--- src/rtl/cmd_uart_pkg.sv ---
package cmd_uart_pkg;
  localparam int PKT_BYTES = 16;
  localparam int ADDR_W    = $clog2(PKT_BYTES);
  localparam int OSR       = 16;
  localparam int OSR_W     = $clog2(OSR);

  typedef enum logic [2:0] {
    RX_IDLE,
    RX_START,
    RX_DATA,
    RX_STOP,
    RX_WAIT_HI
  } rx_state_e;
endpackage

--- src/rtl/cu_tick_gen.sv ---
module cu_tick_gen #(
  parameter int DIV_W = 8
) (
  input  logic             clk_i,
  input  logic             rst_ni,
  input  logic [DIV_W-1:0] div_i,
  output logic             tick_o
);
  logic [DIV_W-1:0] tcnt_q;
  logic [DIV_W-1:0] div_eff;

  assign div_eff = (div_i == '0) ? DIV_W'(1) : div_i;
  assign tick_o  = (tcnt_q >= div_eff - DIV_W'(1));

  always_ff @(posedge clk_i or negedge rst_ni) begin
    if (!rst_ni)     tcnt_q <= '0;
    else if (tick_o) tcnt_q <= '0;
    else             tcnt_q <= tcnt_q + DIV_W'(1);
  end
endmodule

--- src/rtl/cu_rx_core.sv ---
module cu_rx_core
  import cmd_uart_pkg::*;
(
  input  logic       clk_i,
  input  logic       rst_ni,
  input  logic       tick_i,
  input  logic       rx_i,
  output logic       byte_valid_o,
  output logic [7:0] byte_o
);
  logic [1:0]       sync_q;
  logic             rx_s;
  rx_state_e        st_q;
  logic [OSR_W-1:0] ph_q;
  logic [2:0]       bit_q;
  logic [7:0]       sh_q;
  logic             vld_q;

  assign rx_s         = sync_q[1];
  assign byte_valid_o = vld_q;
  assign byte_o       = sh_q;

  always_ff @(posedge clk_i or negedge rst_ni) begin
    if (!rst_ni) begin
      sync_q <= 2'b11;
      st_q   <= RX_IDLE;
      ph_q   <= '0;
      bit_q  <= '0;
      sh_q   <= '0;
      vld_q  <= 1'b0;
    end else begin
      sync_q <= {sync_q[0], rx_i};
      vld_q  <= 1'b0;
      case (st_q)
        RX_IDLE: if (!rx_s) begin
          st_q <= RX_START;
          ph_q <= '0;
        end
        RX_START: if (tick_i) begin
          if (ph_q == OSR_W'(OSR/2 - 1)) begin
            ph_q  <= '0;
            bit_q <= '0;
            st_q  <= rx_s ? RX_IDLE : RX_DATA;  // glitch filter
          end else ph_q <= ph_q + 1'b1;
        end
        RX_DATA: if (tick_i) begin
          if (ph_q == OSR_W'(OSR - 1)) begin
            ph_q <= '0;
            sh_q <= {rx_s, sh_q[7:1]};
            if (bit_q == 3'd7) st_q <= RX_STOP;
            else               bit_q <= bit_q + 1'b1;
          end else ph_q <= ph_q + 1'b1;
        end
        RX_STOP: if (tick_i) begin
          if (ph_q == OSR_W'(OSR - 1)) begin
            ph_q  <= '0;
            vld_q <= rx_s;
            st_q  <= rx_s ? RX_IDLE : RX_WAIT_HI;
          end else ph_q <= ph_q + 1'b1;
        end
        RX_WAIT_HI: if (rx_s) st_q <= RX_IDLE;
        default: st_q <= RX_IDLE;
      endcase
    end
  end


  stop_high_chk: assert property (@(posedge clk_i) disable iff (!rst_ni)
    $rose(vld_q) |-> $past(rx_s));
endmodule

--- src/rtl/cu_tx_core.sv ---
module cu_tx_core
  import cmd_uart_pkg::*;
(
  input  logic       clk_i,
  input  logic       rst_ni,
  input  logic       tick_i,
  input  logic [7:0] data_i,
  input  logic       valid_i,
  output logic       ready_o,
  output logic       tx_o
);
  logic             busy_q;
  logic [9:0]       sh_q;
  logic [OSR_W-1:0] ph_q;
  logic [3:0]       cnt_q;

  assign ready_o = !busy_q;
  assign tx_o    = busy_q ? sh_q[0] : 1'b1;

  always_ff @(posedge clk_i or negedge rst_ni) begin
    if (!rst_ni) begin
      busy_q <= 1'b0;
      sh_q   <= '1;
      ph_q   <= '0;
      cnt_q  <= '0;
    end else if (!busy_q) begin
      if (valid_i) begin
        busy_q <= 1'b1;
        sh_q   <= {1'b1, data_i, 1'b0};
        ph_q   <= '0;
        cnt_q  <= '0;
      end
    end else if (tick_i) begin
      if (ph_q == OSR_W'(OSR - 1)) begin
        ph_q <= '0;
        sh_q <= {1'b1, sh_q[9:1]};
        if (cnt_q == 4'd9) busy_q <= 1'b0;
        else               cnt_q  <= cnt_q + 1'b1;
      end else ph_q <= ph_q + 1'b1;
    end
  end


  idle_line_high_chk: assert property (@(posedge clk_i) disable iff (!rst_ni)
    ready_o |-> tx_o);

  start_bit_chk: assert property (@(posedge clk_i) disable iff (!rst_ni)
    (valid_i && ready_o) |=> (!tx_o && !ready_o));
endmodule

--- src/rtl/cu_pkt_assembler.sv ---
module cu_pkt_assembler
  import cmd_uart_pkg::*;
#(
  parameter int                         IDLE_W    = 16,
  parameter int                         N_MAGIC   = 3,
  parameter logic [N_MAGIC-1:0][7:0]    MAGIC_SET = {8'h50, 8'h4C, 8'h41}
) (
  input  logic              clk_i,
  input  logic              rst_ni,
  input  logic              tick_i,
  input  logic              byte_valid_i,
  input  logic [7:0]        byte_i,
  input  logic              ack_i,
  input  logic [IDLE_W-1:0] idle_limit_i,
  input  logic [ADDR_W-1:0] rd_addr_i,
  output logic [7:0]        rd_data_o,
  output logic              irq_o,
  output logic              overrun_o
);
  localparam logic [ADDR_W-1:0] LAST = ADDR_W'(PKT_BYTES - 1);

  logic [7:0]        pkt_q [PKT_BYTES];
  logic [ADDR_W-1:0] cnt_q;
  logic [IDLE_W-1:0] idle_q;
  logic              full_q, ovr_q;
  logic [N_MAGIC-1:0] hit;
  logic              magic_ok;

  for (genvar g = 0; g < N_MAGIC; g++) begin : g_magic
    assign hit[g] = (pkt_q[0] == MAGIC_SET[g]);
  end
  assign magic_ok  = |hit;
  assign rd_data_o = pkt_q[rd_addr_i];
  assign irq_o     = full_q;
  assign overrun_o = ovr_q;

  always_ff @(posedge clk_i) begin
    if (byte_valid_i && !full_q && !ack_i) pkt_q[cnt_q] <= byte_i;
  end

  always_ff @(posedge clk_i or negedge rst_ni) begin
    if (!rst_ni) begin
      cnt_q  <= '0;
      idle_q <= '0;
      full_q <= 1'b0;
      ovr_q  <= 1'b0;
    end else if (ack_i) begin
      cnt_q  <= '0;
      idle_q <= '0;
      full_q <= 1'b0;
      ovr_q  <= 1'b0;
    end else if (byte_valid_i) begin
      if (full_q) ovr_q <= 1'b1;
      else begin
        idle_q <= '0;
        if (cnt_q == LAST) begin
          cnt_q  <= '0;
          full_q <= magic_ok;  // byte 0 already stored
        end else cnt_q <= cnt_q + 1'b1;
      end
    end else if (tick_i && cnt_q != '0 && !full_q) begin
      if (idle_limit_i != '0 && (idle_q + IDLE_W'(1)) >= idle_limit_i) begin
        cnt_q  <= '0;
        idle_q <= '0;
      end else idle_q <= idle_q + IDLE_W'(1);
    end
  end


  irq_after_byte_chk: assert property (@(posedge clk_i) disable iff (!rst_ni)
    $rose(full_q) |-> $past(byte_valid_i));

  magic_gate_chk: assert property (@(posedge clk_i) disable iff (!rst_ni)
    $rose(full_q) |-> magic_ok);

  hold_buffer_chk: assert property (@(posedge clk_i) disable iff (!rst_ni)
    (full_q && !ack_i) |=> ($stable(pkt_q[0]) && $stable(pkt_q[PKT_BYTES-1])));

  overrun_set_chk: assert property (@(posedge clk_i) disable iff (!rst_ni)
    (full_q && byte_valid_i && !ack_i) |=> ovr_q);

  ack_clear_chk: assert property (@(posedge clk_i) disable iff (!rst_ni)
    ack_i |=> (!full_q && !ovr_q));
endmodule

--- src/rtl/cmd_uart.sv ---
module cmd_uart
  import cmd_uart_pkg::*;
#(
  parameter int                      DIV_W     = 8,
  parameter int                      IDLE_W    = 16,
  parameter int                      N_MAGIC   = 3,
  parameter logic [N_MAGIC-1:0][7:0] MAGIC_SET = {8'h50, 8'h4C, 8'h41}
) (
  input  logic                          clk_i,
  input  logic                          rst_ni,
  input  logic                          rx_i,
  output logic                          tx_o,
  input  logic [DIV_W-1:0]              div_i,
  input  logic [IDLE_W-1:0]             idle_limit_i,
  input  logic [cmd_uart_pkg::ADDR_W-1:0] rd_addr_i,
  output logic [7:0]                    rd_data_o,
  input  logic                          ack_i,
  output logic                          irq_o,
  output logic                          overrun_o,
  input  logic [7:0]                    tx_data_i,
  input  logic                          tx_valid_i,
  output logic                          tx_ready_o
);
  logic       tick;
  logic       rx_vld;
  logic [7:0] rx_byte;

  cu_tick_gen #(.DIV_W(DIV_W)) u_tick (
    .clk_i(clk_i), .rst_ni(rst_ni), .div_i(div_i), .tick_o(tick)
  );

  cu_rx_core u_rx (
    .clk_i(clk_i), .rst_ni(rst_ni), .tick_i(tick), .rx_i(rx_i),
    .byte_valid_o(rx_vld), .byte_o(rx_byte)
  );

  cu_pkt_assembler #(
    .IDLE_W(IDLE_W), .N_MAGIC(N_MAGIC), .MAGIC_SET(MAGIC_SET)
  ) u_asm (
    .clk_i(clk_i), .rst_ni(rst_ni), .tick_i(tick),
    .byte_valid_i(rx_vld), .byte_i(rx_byte), .ack_i(ack_i),
    .idle_limit_i(idle_limit_i), .rd_addr_i(rd_addr_i),
    .rd_data_o(rd_data_o), .irq_o(irq_o), .overrun_o(overrun_o)
  );

  cu_tx_core u_tx (
    .clk_i(clk_i), .rst_ni(rst_ni), .tick_i(tick),
    .data_i(tx_data_i), .valid_i(tx_valid_i),
    .ready_o(tx_ready_o), .tx_o(tx_o)
  );
endmodule

--- config.mk ---
export PLATFORM = sky130hd
export DESIGN_NAME = cmd_uart
export DESIGN_NICKNAME = d
export VERILOG_FILES = /design/src/rtl/cmd_uart_pkg.sv /design/src/rtl/cu_tick_gen.sv /design/src/rtl/cu_rx_core.sv /design/src/rtl/cu_tx_core.sv /design/src/rtl/cu_pkt_assembler.sv /design/src/rtl/cmd_uart.sv
export SDC_FILE = /design/constraint.sdc
export NUM_CORES = 1
export LEC_CHECK = 0
export CAP_MARGIN = 5
export CORE_MARGIN = 10
export CORE_UTILIZATION = 55
export DETAILED_ROUTE_END_ITERATION = 6
export PLACE_DENSITY = 0.76
export SLEW_MARGIN = 20
export SYNTH_ARGS = -nofsm -noshare
export SYNTH_HDL_FRONTEND = slang
export SYNTH_HIERARCHICAL = 1
export SYNTH_SLANG_ARGS = --single-unit
--- constraint.sdc ---
create_clock -name clk_i -period 4.6 [get_ports clk_i]
set_input_delay 0.46 -clock clk_i [delete_from_list [all_inputs] [get_ports clk_i]]
set_output_delay 0.46 -clock clk_i [all_outputs]
set_load 0.05 [all_outputs]
## After elaboration in Yosys (flattened, before gate mapping)

Memory sizes are Yosys's and may differ from the RTL's.
Cells that the tools add are included.
W data, S select, Z words.

- Bits in registers: 70
- Bits of input ports: 41
- Memories kept: 1
- Output and inout bits: 12
- Bits in writable memories: 128
- Word-level logic and storage cells: 152

- Mux-type cells: 67
- $lt $le $gt $ge: 2
- Reductions and logical operators: 31
- Equal/unequal tests: 28
- Add/sub/neg operators: 8

Memory list:

| name | words | bits a word | rd ports | clocked after memory_dff | wr ports | RTL line | text |
|---|---|---|---|---|---|---|---|
| u_asm.pkt_q | 16 | 8 | 2 | 0 | 1 | cu_pkt_assembler.sv:22 | `logic [7:0] pkt_q [PKT_BYTES];` |

Operators with widths:

| operator | number |
|---|---|
| $mux W16 | 5 |
| $mux W4 | 19 |
| $mux W3 | 15 |
| $mux W10 | 4 |
| $eq A8 B7 Y1 const B | 3 |
| $mux W1 | 18 |
| $ne A2 B1 Y1 const B | 9 |
| $add A16 B1 Y16 const B | 1 |
| $add A4 B1 Y4 const B | 4 |
| $eq A4 B4 Y1 const B | 4 |
| $ge A16 B16 Y1 | 1 |
| $mux W8 | 2 |
| $reduce_bool A16 Y1 | 1 |
| $pmux W3 S5 | 1 |
| $pmux W4 S3 | 1 |
| $ne A2 B2 Y1 const B | 5 |
| $reduce_and A3 Y1 | 3 |
| $reduce_and A9 Y1 | 1 |
| $reduce_bool A3 Y1 | 3 |
| $add A8 B1 Y8 const B | 1 |
| $ge A8 B8 Y1 | 1 |
| $logic_not A8 Y1 | 1 |
| $reduce_and A4 Y1 | 2 |
| $reduce_bool A2 Y1 | 4 |
| 17 further kinds | 27 |

## Logic depth before layout (Yosys ltp)

Gate-level depths: netlist of the first run.

- Depth after elaboration: 9
- Gate-level depth with buffers: 17
- Depth with buffers taken out: 16

## Cells and area by module

Netlist of the first run, hierarchy kept.

By module, submodules not included:

| module | cells an instance | times used | area an instance (sq um) |
|---|---|---|---|
| cu_pkt_assembler | 410 | 1 | 6707.7 |
| cu_rx_core | 89 | 1 | 1043.5 |
| cu_tx_core | 100 | 1 | 998.5 |
| cu_tick_gen | 69 | 1 | 661.9 |

## Worst setup path before layout of the first run

Ideal clock, no wire load.

- Path kind: input port to flip-flop
- From: input div_i[1]
- To: register u_asm.idle_q[15]
- Required time: 4.518 ns
- Arrival: 3.932 ns
- Setup time: 0.082 ns
- Setup slack: 0.586 ns
- Stages: 15
- Cells stage by stage: or4_4 -> nor4_4 -> nor2_1 -> ha_1 -> nand2_1 -> nor3_1 -> xnor2_1 -> ha_1 -> nand2_1 -> o41ai_4 -> o31ai_1 -> nor4_2 -> clkbuf_4 -> nand2_1 -> o22ai_1

- Word-level cells in the longest chain between the ends: 8

Ends and longest elaborated chain:

| what | RTL line | text |
|---|---|---|
| start: declaration | cmd_uart.sv:13 | `input logic [DIV_W-1:0] div_i,` |
| $logic_not A8 Y1 | cu_tick_gen.sv:12 | `assign div_eff = (div_i == '0) ? DIV_W'(1) : div_i;` |
| $mux W8 * | cu_tick_gen.sv:12 |  |
| $sub A8 B1 Y8 * | cu_tick_gen.sv:13 | `assign tick_o = (tcnt_q >= div_eff - DIV_W'(1));` |
| $ge A8 B8 Y1 * | cu_tick_gen.sv:13 |  |
| net tick | cmd_uart.sv:24 | `logic tick;` |
| $logic_and A1 B1 Y1 * (2 in a row) | cu_pkt_assembler.sv:61 | `end else if (tick_i && cnt_q != '0 && !full_q) begin` |
| $reduce_bool A3 Y1 (no source line) * | - |  |
| $reduce_and A2 Y1 (no source line) * | - |  |
| end signal: assignment | cu_pkt_assembler.sv:65 | `end else idle_q <= idle_q + IDLE_W'(1);` |
| end: declaration | cu_pkt_assembler.sv:24 | `logic [IDLE_W-1:0] idle_q;` |

The timed path passes the listed nets; every way through them passes the cells marked *.
A chain may end at the register's enable or synchronous reset.

## Worst setup path after layout of the first run

- From: input div_i[1]
- To: register u_asm.cnt_q[0]

- Word-level cells in the longest chain between the ends: 8

Ends and longest elaborated chain:

| what | RTL line | text |
|---|---|---|
| $logic_not A8 Y1 | cu_tick_gen.sv:12 |  |
| $mux W8 * | cu_tick_gen.sv:12 |  |
| $sub A8 B1 Y8 * | cu_tick_gen.sv:13 |  |
| $ge A8 B8 Y1 * | cu_tick_gen.sv:13 |  |
| net tick | cmd_uart.sv:24 |  |
| $logic_and A1 B1 Y1 * (2 in a row) | cu_pkt_assembler.sv:61 |  |
| $reduce_bool A3 Y1 (no source line) * | - |  |
| $reduce_and A3 Y1 (no source line) * | - |  |
| end signal: assignment | cu_pkt_assembler.sv:59 | `end else cnt_q <= cnt_q + 1'b1;` |
| end: declaration | cu_pkt_assembler.sv:23 | `logic [ADDR_W-1:0] cnt_q;` |

Marks and branches as above.

==> results of run 1 <==
-- critical path: cells and delay by family --
kind	cells	cell delay, ps
and+or+nand+nor	7	1800
AOI/OAI and AO/OA	5	860
adders and majority gates	2	510
buffers and inverters	1	450
muxes	1	210
xor gates and xnor gates	1	140
-- layout by cell type (no fill, tap or decap), types with 5 or more instances in the layout --
master	synthesis	final
a21oi_1	22	22
a31oi_1	7	7
a32o_1	9	9
and3_1	7	7
buf_4	4	10
clkbuf_16	0	17
clkdlybuf4s50_1	0	50
dfrtp_1	58	58
dfstp_2	11	11
edfxtp_1	128	128
ha_1	37	37
inv_1	34	34
inv_6	0	5
mux2_2	9	9
mux2i_1	16	16
mux4_2	40	40
nand2_1	46	46
nand2b_1	7	7
nand3_1	21	21
nor2_1	53	53
nor3_1	9	8
nor4_1	5	5
o211ai_1	5	5
o21ai_0	15	15
xnor2_1	14	14
xor2_1	8	8
-- state kept, by name, summed over array words and instances (netlist names) --
signal	count
u_asm/cnt_q	4
u_rx/bit_q	3
u_tx/cnt_q	4
u_tx/sh_q	9
u_asm/idle_q	16
u_rx/byte_o	8
u_rx/ph_q	4
u_asm/overrun_o	1
u_asm/pkt_q	128
u_tx/busy_q	1
u_rx/st_q	3
u_tick/tcnt_q	8
u_tx/ph_q	4
u_rx/byte_valid_o	1
u_asm/irq_o	1
u_rx/sync_q	2
-- per-layer routing --
metal / GRT usage / share of wire / vias to the layer above
li1: - / - / 2665
met3: 0.0459 / 0.045 / 28
met2: 0.291 / 0.51 / 134
met1: 0.224 / 0.43 / 2955
met4: 0.0500 / 0.014 / 0
met5: 0 / 0 / -
-- cell type report --
cell class                      count  area (um^2)  area share
Timing Repair Buffer               63          606      0.0565
Sequential cell                   197         5580       0.521
Multi-Input combinational cell    411         3560       0.332
Inverter                           34          128      0.0119
Clock buffer                       17          425      0.0397
Clock inverter                     15          141      0.0132
Tap cell                          220          275      0.0257
-- report_power, final --
group | switching, mW | total (mW) | internal [mW]
combinational | 0.236 | 0.440 | 0.204
clock | 0.662 | 1.42 | 0.759
sequential | 0.0908 | 2.05 | 1.95
-- worst max path at each step --
stage	startpoint	slack, ps	endpoint
2_1_floorplan	div_i[1]	590	u_asm/idle_q[15]$_DFFE_PN0P_
3_3_place_gp	div_i[4]	400	u_asm/cnt_q[3]$_DFFE_PN0P_
3_5_place_dp	div_i[1]	170	u_asm/cnt_q[0]$_DFFE_PN0P_
4_1_cts	div_i[1]	610	u_asm/cnt_q[0]$_DFFE_PN0P_
5_1_grt	div_i[4]	310	u_asm/cnt_q[0]$_DFFE_PN0P_
6_report	div_i[1]	530	u_asm/cnt_q[0]$_DFFE_PN0P_
-- cells by family (layout without fill, tap and decap cells) --
group,after synthesis,in the layout
buf+inv,60,129
fa+ha+maj,37,37
simple gates,193,193
compound gates,92,92
xor+xnor,23,23
flops,197,197
mux,66,66
-- through the flow --
step	cell area, um^2	util	hold slack, ps	power, mW	setup WS, ps
after floorplan	9410	-	164	2.37	586
after global placement	10100	0.607	347	2.49	396
after detailed placement	10100	0.608	349	2.52	167
after CTS	10700	0.642	116	3.94	614
after global routing	10700	0.642	150	4.08	315
final	10700	0.642	110	3.91	531
==> results.md, run 1 <==
* WL/cell at 20.1 um
* Final Hold Vio Count at 0
* Pwr dens at 365 mW/mm^2
* Critical path arrival at 4420 ps
* Yosys reg bits at 197
* Post-synthesis sequential area ratio at 0.593
* Post-synthesis xor/xnor area fraction at 0.0222
* DR pass1 iterations at 5
* Mapped cell area at 0.00941 mm^2
* Max Buffers Root-to-Sink at 2
* Max cap viols at 0
* Crit. End Element: flip-flop
* Synth area leader: edfxtp_1
* Largest family of logic cells by synthesized area: multiplexers
* Layout area overhead at 13.9%
* Number of antenna diodes at 0
* Placed insts at 925
* CP required at 4950 ps
* Share of layout cells above drive strength 1 at 0.179
* Minimum clock period at 4070 ps
* Post-CTS Setup Bufs at 0
* Resize count post-CTS at 0
* I/O Pins at 53
* Compound-Gate Fraction of Synth Area at 0.0717
* Largest net degree at the start of global routing at 36
* CP max stage delay at 630 ps
* Total gr overflow at 0
* GRT Util Overall at 0.176
* CTS buffer count at 17
* Vias in the first global route at 5999
* Starting Density at 0.564
* Drc violations at 0
* Core Area at 0.0167 mm^2
* Worst-path fanout max at 19
* Starting DRC count in detailed routing at 466
* Post-synth top flop: edfxtp_1
* Final Max Slew Viols at 0
* Worst R2R Start: u_asm/idle_q[2]$_DFFE_PN0P_
* Final WL at 19.3 mm
* Area share of the largest cell type after synthesis at 0.408
* First-pass GRT wire length at 31.4 mm
* Via density at 6.04
* Crit path cell chain: clkdlybuf4s50_1 > or4_4 > nor4_4 > nor2_1 > ha_1 > nand2_1 > nor3_1 > xnor2_1 > ha_1 > nand2_1 > o21a_1 > o41ai_4 > o31ai_1 > a21oi_1 > nor2_2 > o21a_2 > mux2i_1
* Hold Crit Class: in2async
* Full die area at 0.0227 mm^2
* Hold Buf Count CTS at 0
* RSZ-0062 raised after global routing: no
* Relative slew margins at 0.351
* Number of antenna violations at the first check in global routing at 0
* Simple-gate share of the synthesized area at 0.109
* Yosys cell types at 78
* Fin Clk Skew at 10.2 ps
* Final TNS setup at 0 ps
* CTS tree: built
* Clk_lat worst skew at 430 ps
* Async set-reset flop share out of synthesis at 0.350
* Fin crit share at 0.885
* Fillers at 1202
* Multiplexer area fraction after synthesis at 0.125
* Worst reg2reg path depth at 11
* Critical path's slowest cell: nor2_2
* CTS sink cnt at 197
* # nets final at 802
* Antenna viol nets, final at 0
* FF-to-FF End: u_asm/cnt_q[0]$_DFFE_PN0P_
* Die width at 151 um
* Leakage power at 4.38 nW
* Most frequent cell after synthesis: edfxtp_1
* Mapped Nets at 746
* Synth Area in Adders at 0.0492
* Commonest cells in the netlist: edfxtp_1, dfrtp_1, nor2_1
* Worst-margin pin slew at 969 ps
* Htree depth at 4
* Port Buf Inserts at 52
* Worst setup path category: in2reg
* Clk slew on worst S/H paths at 70 ps
* Die Ht at 151 um
* DP HPWL at 13.2 mm
* Via count at 5782
* FMAX at 0.246 GHz
* Critical Path Source Type: input pin
* Cells after Synth at 668
* Finished Layout Cells at 957
* Mean Syn Cell Area at 14.1 um^2
* Row count at 47
* Status: completed
* Top post-synthesis cells by area: edfxtp_1, dfrtp_1, mux4_2
* Number of synthesized flops with an enable pin at 128
* Final setup viols at 0
* VDD IR max at 0.325 mV
* Reg2Reg Setup Slack at 1060 ps
* Synth warn at 6
* GPL Wtd Cong at 0.847
* Root Driver: clkbuf_16
Power figures use the tool's default switching activity.
==> run 2: changes to the inputs <==
- CAP_MARGIN: 5 -> 30
==> results of run 2 <==
No change in the layout: final DEF, timing and power equal those of run 1.
==> run 3: changes to the inputs <==
- PLACE_DENSITY: 0.76 -> 0.74
==> run 3 against run 2 <==
Count of clock-buffer cells in the layout is 11 higher. Worst setup slack better by 60 ps. Utilization is 0.29 points lower. Non-clock buffer count is 1 lower. Sequential share of layout area is 0.24 points higher. Register-to-register slack better by 40 ps. Global-route usage is 0.67 points lower. Hold slack worse by 11 ps. Critical path depth stayed put. Combinational power is 2% lower. Maximum frequency is 1.5% higher. Die area stayed put. Critical endpoint is now u_asm/cnt_q[3]$_DFFE_PN0P_. Largest power group unchanged.
==> results.md, run 3 (synthesis gave the netlist of run 1 again) <==
* Full die area at 0.0227 mm^2
* Root Driver: clkbuf_16
* Critical Path Source Type: input pin
* First-pass GRT wire length at 30.1 mm
* Total power at 3.80 mW
* DR pass1 iterations at 5
* GPL Wtd Cong at 0.837
* Share of layout cells above drive strength 1 at 0.170
* Final Max Slew Viols at 0
* FF-to-FF End: u_asm/cnt_q[3]$_DFFE_PN0P_
* Number of antenna violations at the first check in global routing at 0
* Biggest register: u_asm/pkt_q
* Port Buf Inserts at 52
* Crit. End Element: flip-flop
* Layout area overhead at 13.3%
* Row count at 47
* Fin Clk Skew at 9.83 ps
* Max Buffers Root-to-Sink at 2
* CTS sink cnt at 197
* Worst-path fanout max at 19
* Die width at 151 um
* Hold Crit Class: in2async
* Fillers at 1194
* Worst Setup EP: u_asm/cnt_q[3]$_DFFE_PN0P_
* CTS tree: built
* Number of antenna diodes at 0
* Final Hold Vio Count at 0
* Die Ht at 151 um
* Max reg flops at 128
* Register Area at 0.00558 mm^2
* CTS buffer count at 17
* VDD IR max at 0.317 mV
* Vias in the first global route at 5884
* Worst R2R Start: u_asm/idle_q[0]$_DFFE_PN0P_
* Reg2Reg Setup Slack at 1100 ps
* WL/cell at 19.3 um
* DP HPWL at 13.0 mm
* Family with the most delay on the worst path: simple AND/OR/NAND/NOR gates
* GRT Util Overall at 0.169
* Worst setup path category: in2reg
* Via density at 5.95
* Core Area at 0.0167 mm^2
* Largest net degree at the start of global routing at 37
* Hold Buf Count CTS at 0
* Pwr dens at 356 mW/mm^2
* Worst path depth at 17
* Commonest non-fill, non-tap cells in the layout: edfxtp_1, dfrtp_1, nor2_1
* CP Launch Point: div_i[4]
* Final setup viols at 0
* Leakage power at 4.36 nW
* Critical path buffers and inverters at 1
* Multi-input gate area at 0.00356 mm^2
* Crit path cell chain: clkdlybuf4s50_1 > or4_4 > nor4_4 > nor2_1 > ha_1 > nand2_1 > nor3_1 > xnor2_1 > ha_1 > nand2_1 > o21a_1 > o41ai_4 > o31ai_1 > a21oi_1 > nor2_2 > o21a_2 > mux2i_1
* CP required at 4930 ps
* Starting Density at 0.564
* # nets final at 801
* Max cap viols at 0
* Clk slew on worst S/H paths at 70 ps
* Final TNS setup at 0 ps
* FMAX at 0.249 GHz
* Minimum clock period at 4010 ps
* Critical path's slowest cell: nor2_2
* Post-CTS Setup Bufs at 0
* Htree depth at 4
* Critical path arrival at 4340 ps
* I/O Pins at 53
* Via count at 5692
* Clk_lat worst skew at 430 ps
* Resize count post-CTS at 0
* Commonest non-fill, non-tap cell in the layout: edfxtp_1
* Status: completed
* Worst reg2reg path depth at 12
* Drc violations at 0
* Worst-margin pin slew at 869 ps
* Starting DRC count in detailed routing at 390
* Top Registers: u_asm/pkt_q (128), u_asm/idle_q (16), u_tx/sh_q (9)
* Total gr overflow at 0
* Relative slew margins at 0.418
* CP max stage delay at 600 ps
* Final WL at 18.5 mm
* Antenna viol nets, final at 0
* Fin crit share at 0.871
* RSZ-0062 raised after global routing: no
-- run 3: area by class of cell --
| cell class | count | share of cell area |
|---|---|---|
| Clock buffer | 28 | 0.0475 |
| Multi-Input combinational cell | 411 | 0.333 |
| Tap cell | 220 | 0.0258 |
| Timing Repair Buffer | 62 | 0.0558 |
| Sequential cell | 197 | 0.524 |
| Inverter | 34 | 0.0120 |
| Clock inverter | 4 | 0.00199 |
-- run 3: layer usage --
| layer | wire, um | global-route usage |
|---|---|---|
| met1 | 7770 | 0.211 |
| met2 | 9490 | 0.283 |
| met3 | 906 | 0.0397 |
| met4 | 330 | 0.0592 |
| met5 | 0 | 0 |
-- run 3: power by group --
| part | internal [mW] | switching [mW] | leakage (nW) |
|---|---|---|---|
| sequential | 1.96 | 0.0887 | 2.32 |
| combinational | 0.200 | 0.230 | 1.78 |
| clock | 0.747 | 0.577 | 0.263 |
-- run 3: through the flow --
stage	cell area [um^2]	setup slack [ps]	instances	utilization	hold WS (ps)
final	10700	592	956	0.639	99.1
after global placement	10100	333	923	0.606	349
after global routing	10700	370	956	0.639	145
after CTS	10700	636	956	0.639	113
after detailed placement	10100	199	924	0.607	355
after floorplan	9410	586	668	-	164
-- run 3: worst min path at each step --
stage | slack (ps) | depth (start not counted) | startpoint | endpoint
2_1_floorplan | 160 | 0 | rst_ni | u_asm/cnt_q[0]$_DFFE_PN0P_
3_3_place_gp | 350 | 0 | u_rx/sync_q[0]$_DFF_PN1_ | u_rx/sync_q[1]$_DFF_PN1_
3_5_place_dp | 350 | 0 | u_rx/sync_q[0]$_DFF_PN1_ | u_rx/sync_q[1]$_DFF_PN1_
4_1_cts | 110 | 1 | rst_ni | u_asm/idle_q[9]$_DFFE_PN0P_
5_1_grt | 140 | 1 | rst_ni | u_asm/idle_q[9]$_DFFE_PN0P_
6_report | 100 | 1 | rst_ni | u_asm/idle_q[2]$_DFFE_PN0P_
